==> config.mk <==
export PLATFORM = sky130hd
export DESIGN_NAME = iso_responder
export DESIGN_NICKNAME = d
export VERILOG_FILES = /design/src/rtl/iso_pkg.sv /design/src/rtl/iso_cksum_lfsr.sv /design/src/rtl/iso_bit_pointer.sv /design/src/rtl/iso_pair_io.sv /design/src/rtl/iso_responder.sv
export SDC_FILE = /design/constraint.sdc
export NUM_CORES = 1
export LEC_CHECK = 0
export BUFFER_PORTS_ARGS = -buffer_cell sky130_fd_sc_hd__buf_2
export CAP_MARGIN = 15
export CORE_ASPECT_RATIO = 0.8
export CORE_MARGIN = 3
export CORE_UTILIZATION = 40
export CTS_CLUSTER_DIAMETER = 50
export DETAILED_ROUTE_END_ITERATION = 6
export MAX_ROUTING_LAYER = met4
export PLACE_DENSITY = 0.78
export SETUP_SLACK_MARGIN = 0.02
export SYNTH_ARGS = -nofsm -noshare
export SYNTH_HDL_FRONTEND = slang
export SYNTH_HIERARCHICAL = 1
export SYNTH_SLANG_ARGS = --single-unit
==> constraint.sdc <==
create_clock -name clk -period 3.6 [get_ports clk]
set_input_delay 0.18 -clock clk [delete_from_list [all_inputs] [get_ports clk]]
set_output_delay 0.18 -clock clk [all_outputs]
set_load 0.01 [all_outputs]
==> src/rtl/iso_pkg.sv <==
package iso_pkg;
  typedef enum logic [1:0] {
    ST_SLEEP   = 2'd0,
    ST_ISOLATE = 2'd1,
    ST_WON     = 2'd2
  } iso_state_e;

  localparam logic [7:0] PAT_FIRST  = 8'h55;
  localparam logic [7:0] PAT_SECOND = 8'hAA;
endpackage

==> src/rtl/iso_cksum_lfsr.sv <==
module iso_cksum_lfsr #(
  parameter int W = 8,
  parameter logic [W-1:0] SEED = 8'h6A
) (
  input  logic         clk,
  input  logic         rst,
  input  logic         init,
  input  logic         step,
  input  logic         bit_in,
  output logic [W-1:0] value
);
  always_ff @(posedge clk) begin
    if (rst || init) begin
      value <= SEED;
    end else if (step) begin
      value <= {value[0] ^ value[1] ^ bit_in, value[W-1:1]};
    end
  end
endmodule

==> src/rtl/iso_bit_pointer.sv <==
module iso_bit_pointer #(
  parameter int ID_BITS = 64,
  parameter int CK_BITS = 8,
  localparam int TOTAL = ID_BITS + CK_BITS,
  localparam int IDX_W = $clog2(TOTAL)
) (
  input  logic               clk,
  input  logic               rst,
  input  logic               init,
  input  logic               advance,
  input  logic [ID_BITS-1:0] card_id,
  input  logic [CK_BITS-1:0] cksum,
  output logic               cur_bit,
  output logic               in_id_field,
  output logic               last_bit
);
  logic [IDX_W-1:0] idx;
  logic [TOTAL-1:0] seq;

  assign seq         = {cksum, card_id};
  assign cur_bit     = seq[idx];
  assign in_id_field = (idx < IDX_W'(ID_BITS));
  assign last_bit    = (idx == IDX_W'(TOTAL - 1));

  always_ff @(posedge clk) begin
    if (rst || init) begin
      idx <= '0;
    end else if (advance && !last_bit) begin
      idx <= idx + 1'b1;
    end
  end
endmodule

==> src/rtl/iso_pair_io.sv <==
module iso_pair_io (
  input  logic       clk,
  input  logic       rst,
  input  logic       clear,
  input  logic       accept,
  input  logic       cur_bit,
  input  logic [7:0] bus_din,
  output logic [7:0] dout,
  output logic       dout_en,
  output logic       resp_vld,
  output logic       resp_second,
  output logic       pair_sensed
);
  import iso_pkg::*;

  logic phase;
  logic saw_first;

  assign pair_sensed = saw_first && (bus_din == PAT_SECOND);

  always_ff @(posedge clk) begin
    if (rst || clear) begin
      phase       <= 1'b0;
      saw_first   <= 1'b0;
      resp_vld    <= 1'b0;
      resp_second <= 1'b0;
      dout        <= 8'h00;
      dout_en     <= 1'b0;
    end else begin
      resp_vld <= 1'b0;
      dout_en  <= 1'b0;
      dout     <= 8'h00;
      if (accept) begin
        resp_vld    <= 1'b1;
        resp_second <= phase;
        phase       <= ~phase;
        dout_en     <= cur_bit;
        if (cur_bit) dout <= phase ? PAT_SECOND : PAT_FIRST;
      end
      if (resp_vld && !resp_second) begin
        saw_first <= (bus_din == PAT_FIRST);
      end
    end
  end
endmodule

==> src/rtl/iso_responder.sv <==
module iso_responder #(
  parameter int ID_BITS = 64,
  parameter int CK_BITS = 8,
  parameter logic [CK_BITS-1:0] CK_SEED = 8'h6A
) (
  input  logic               clk,
  input  logic               rst,
  input  logic               wake_zero,
  input  logic               iso_rd,
  input  logic [7:0]         bus_din,
  input  logic [ID_BITS-1:0] card_id,
  output logic [7:0]         dout,
  output logic               dout_en,
  output logic               iso_winner,
  output logic               iso_lost
);
  import iso_pkg::*;

  iso_state_e state;
  logic [CK_BITS-1:0] cksum;
  logic cur_bit, in_id_field, last_bit;
  logic resp_vld, resp_second, pair_sensed;
  logic accept, pair_done, lose_now, advance;

  assign accept    = (state == ST_ISOLATE) && iso_rd && !resp_vld && !wake_zero;
  assign pair_done = (state == ST_ISOLATE) && resp_vld && resp_second && !wake_zero;
  assign lose_now  = pair_done && !cur_bit && pair_sensed;
  assign advance   = pair_done && !lose_now;

  iso_cksum_lfsr #(.W(CK_BITS), .SEED(CK_SEED)) u_cksum (
    .clk(clk), .rst(rst), .init(wake_zero),
    .step(advance && in_id_field), .bit_in(cur_bit), .value(cksum)
  );

  iso_bit_pointer #(.ID_BITS(ID_BITS), .CK_BITS(CK_BITS)) u_ptr (
    .clk(clk), .rst(rst), .init(wake_zero), .advance(advance),
    .card_id(card_id), .cksum(cksum), .cur_bit(cur_bit),
    .in_id_field(in_id_field), .last_bit(last_bit)
  );

  iso_pair_io u_io (
    .clk(clk), .rst(rst), .clear(wake_zero), .accept(accept),
    .cur_bit(cur_bit), .bus_din(bus_din), .dout(dout), .dout_en(dout_en),
    .resp_vld(resp_vld), .resp_second(resp_second), .pair_sensed(pair_sensed)
  );

  always_ff @(posedge clk) begin
    if (rst) begin
      state      <= ST_SLEEP;
      iso_winner <= 1'b0;
      iso_lost   <= 1'b0;
    end else if (wake_zero) begin
      state      <= ST_ISOLATE;
      iso_winner <= 1'b0;
      iso_lost   <= 1'b0;
    end else if (lose_now) begin
      state    <= ST_SLEEP;
      iso_lost <= 1'b1;
    end else if (advance && last_bit) begin
      state      <= ST_WON;
      iso_winner <= 1'b1;
    end
  end
endmodule

==> qor.txt <==
clock buffer count from CTS - 3
vias in the first global route - 1540
number of cell instances on the worst register-to-register path - 11
leak pwr - 0.000979 uW
global routing met1 resource utilization - 19.7%
clock transition at the registers of the reported paths - 0.10 ns
final setup slack of the worst path - 0.513 ns
Final Skew - 0.0105 ns
floorplan die width - 81.8 um
number of hold violations in the final report - 0
setup repair bufs after CTS - 0
clock network fraction of total power - 40.2%
GRT Util Overall - 16.7%
Post-Layout Inst Area - 0.00233 sq mm
worst reg2reg setup slack - 0.51 ns
DR WL/cell - 14.4 um
hold worst-path end - state[0]
top cell type's share of synthesized area - 28.3%
part of the Yosys area used for sequential elements - 28.3%
routed via count divided by cell count - 5.36
cell class contributing the biggest share of worst-path delay - multiplexers
switching power of the nets - 125 uW
post-synthesis area per instance - 11.1 sq um
via count - 1609
arrival time of data at the critical path endpoint - 3.27 ns
end of the worst register-to-register path - u_ptr/idx[5]
number of endpoints failing setup at the final stage - 0
die footprint - 0.00545 sq mm
delay contributed by the slowest stage of the critical path - 0.62 ns
Post-synth ARST share - 0%
biggest area consumer among synthesized cells - dfxtp_1
global-route wire length before repair - 6.86 mm
type of the tightest min-delay check - input port to flip-flop
maximum number of buffers from clock root to sink - 2
startpoint of the tightest hold check path - rst
Post-synth EDFFs - 0
Worst IR Drop VDD - 0.000185 V
number of buffers inserted by port buffering - 86
fmax - 0.324 GHz
post-synthesis cell count - 166
insertion delay of the later-clocked pin in the worst-skew pair - 0.28 ns
Clock Sinks - 26
path type of the worst setup path - flip-flop to flip-flop
Critical Path Start Type - flip-flop
Max-cap violations - 0
CTS-repair resized insts - 0
required time at the worst-slack endpoint - 3.78 ns
P_int - 486 uW
CTS Hold Bufs - 0
slew of the pin with the lowest slew margin - 0.614 ns
I/O pins - 87
series of cell instances along the critical path - mux4_1, mux4_2, o2111ai_2, nand3_1, nand2b_1, and2_1, inv_1, a31oi_1, nand4_1, xor2_1, nor2_1
H-tree depth - 1
fraction of power spent switching nets - 20.4%
Synth warnings - 6
Net count, final - 321
die height - 66.6 um
HPWL Detailed - 3.44 mm
final critical delay including setup and external delays - 3.09 ns
Core Area - 0.00431 sq mm
share of the clock period used by the worst path after layout - 85.7%
sum of internal, switching and leakage power - 610 uW
DP Worst Slack - 0.514 ns
root buf cell - clkbuf_8
DRT iter0 DRCs - 116
global-route track usage on met3 - 3.92%
Total Routed Length - 4.33 mm
combined area of all synthesized cells - 0.00184 sq mm
share of cells above drive strength 1 - 48.6%
CTS tree - built
leading cell type by number of instances after synthesis - dfxtp_1
# diodes - 0
GR Overflow Total - 0
launch point of the worst reg-to-reg path - u_ptr/idx[0]
P&R area growth vs syn - 26.9%
result of the run - finished, final reports clean
area post-placement - 0.00226 sq mm
max_slew headroom - 58.5%
share of power burned in registers - 47.5%
initial antenna violation count - 0
type of destination of the critical path - flip-flop
Power Dens Cells - 262 mW/mm^2
buffering stage count on the worst path with inverters included - 1
row count - 21
biggest fanout along the worst timing path - 9
logic gate share of total power - 12.3%
setup TNS after final layout - 0 ns
largest net degree at the start of global routing - 17
WHS Path Cells - 2
Pre-Repair DR Iteration Count - 4
met2 layer usage reported by global route - 29.4%
most heavily used metal layer in global routing - met2
source of the critical timing path - u_ptr/idx[0]
top post-synthesis cells by area - dfxtp_1 (28%), mux4_2 (15%), mux4_1 (10%), mux2i_1 (6.5%), buf_4 (3.3%)
number of antenna-violating nets in the routed design - 0
effective utilization at floorplan - 42.6%
Most used DFF post-synth - dfxtp_1
flip-flop and latch count after synthesis - 26
Post-Synthesis Net Count - 243
drt drc - 0
cell types with the highest counts after synthesis - dfxtp_1 (26), mux2i_1 (12), mux4_2 (12), nand2_1 (10), nor2_1 (9)
Crit-path slowest cell - mux4_1
max-slew violation total from the final report - 0
number of distinct standard cells referenced by the synthesized netlist - 48
unrepaired setup endpoints after global routing - false
global placement routability congestion - 0.868
## how the worst max path moves through the flow
stage	end	depth (start not counted)	slack [ns]
after floorplan	u_ptr/idx[5]	12	0.88
after detailed placement	u_ptr/idx[5]	11	0.51
final	u_ptr/idx[5]	11	0.51
after global routing	u_ptr/idx[5]	13	0.27
after global placement	u_ptr/idx[5]	11	0.60
after CTS	u_ptr/idx[5]	11	0.50
## per-layer routing
metal | up-vias | part of all wire (%)
li1 | 790 | -
met1 | 770 | 42
met2 | 45 | 50
met3 | 4 | 7.4
met4 | 0 | 0.62
met5 | - | 0
## logic make-up after synthesis
kind of cell	share of synthesized area, %
buffers and inverters	6.33
DFF	28.3
and+or+nand+nor	21.7
AOI/OAI and AO/OA	6.74
xor gates and xnor gates	3.68
adders and majority gates	0.681
muxes	32.5
## flip-flops by register name (all words and copies together) (netlist names)
register / count
u_cksum/value: 8
u_ptr/idx: 7
state: 2
u_io/dout: 2
iso_lost: 1
iso_winner: 1
u_io/dout_en: 1
u_io/phase: 1
u_io/resp_second: 1
u_io/resp_vld: 1
u_io/saw_first: 1
## final cells by class
class / instances / area (sq um)
fillers: 397 / 1980
inverters: 4 / 15.0
repair buffers: 89 / 453
well taps: 57 / 71.3
multi-input cells: 120 / 1200
flip-flops and latches: 26 / 520
clock inverters: 1 / 30.0
clock buffers: 3 / 41.3
## cell usage in the layout (no fill, tap or decap), drive strengths merged, types with 3 or more instances in the layout
| master | Yosys | final |
|---|---|---|
| nand4 | 3 | 3 |
| inv | 4 | 4 |
| and3 | 5 | 5 |
| mux2i | 12 | 12 |
| nand2b | 5 | 5 |
| nand3 | 6 | 6 |
| and2 | 3 | 3 |
| xnor2 | 4 | 4 |
| clkbuf | 3 | 3 |
| dfxtp | 26 | 26 |
| nand2 | 10 | 10 |
| nor3 | 9 | 9 |
| buf | 13 | 89 |
| a41oi | 3 | 3 |
| and4bb | 3 | 3 |
| mux4 | 19 | 19 |
| nor2 | 10 | 10 |
## worst reg2reg max path, stage by stage (launching register included)
cell and delay, ns:
dfxtp_1 0.60, mux4_1 0.62, mux4_2 0.48, o2111ai_2 0.17
nand3_1 0.17, nand2b_1 0.23, and2_1 0.21, inv_1 0.06
a31oi_1 0.08, nand4_1 0.18, xor2_1 0.15, nor2_1 0.05
## per-stage QoR
| stage | util (%) | hold slack (ns) | std cells |
|---|---|---|---|
| global route | 54.1 | 0.314 | 300 |
| finish | 54.1 | 0.300 | 300 |
| detailed placement | 52.4 | 0.488 | 296 |
| floorplan | - | 0.249 | 166 |
| CTS | 54.1 | 0.293 | 300 |
| global placement | 52.4 | 0.478 | 296 |
## power by group through the flow
stage / Clock [uW] / Combinational (uW) / Sequential [uW]
floorplan: 0 / 27.3 / 296
global placement: 0 / 72.7 / 296
detailed placement: 0 / 75.3 / 296
CTS: 250 / 75.4 / 290
global route: 265 / 82.7 / 290
finish: 246 / 75.0 / 290
Power figures use the tool's default switching activity.
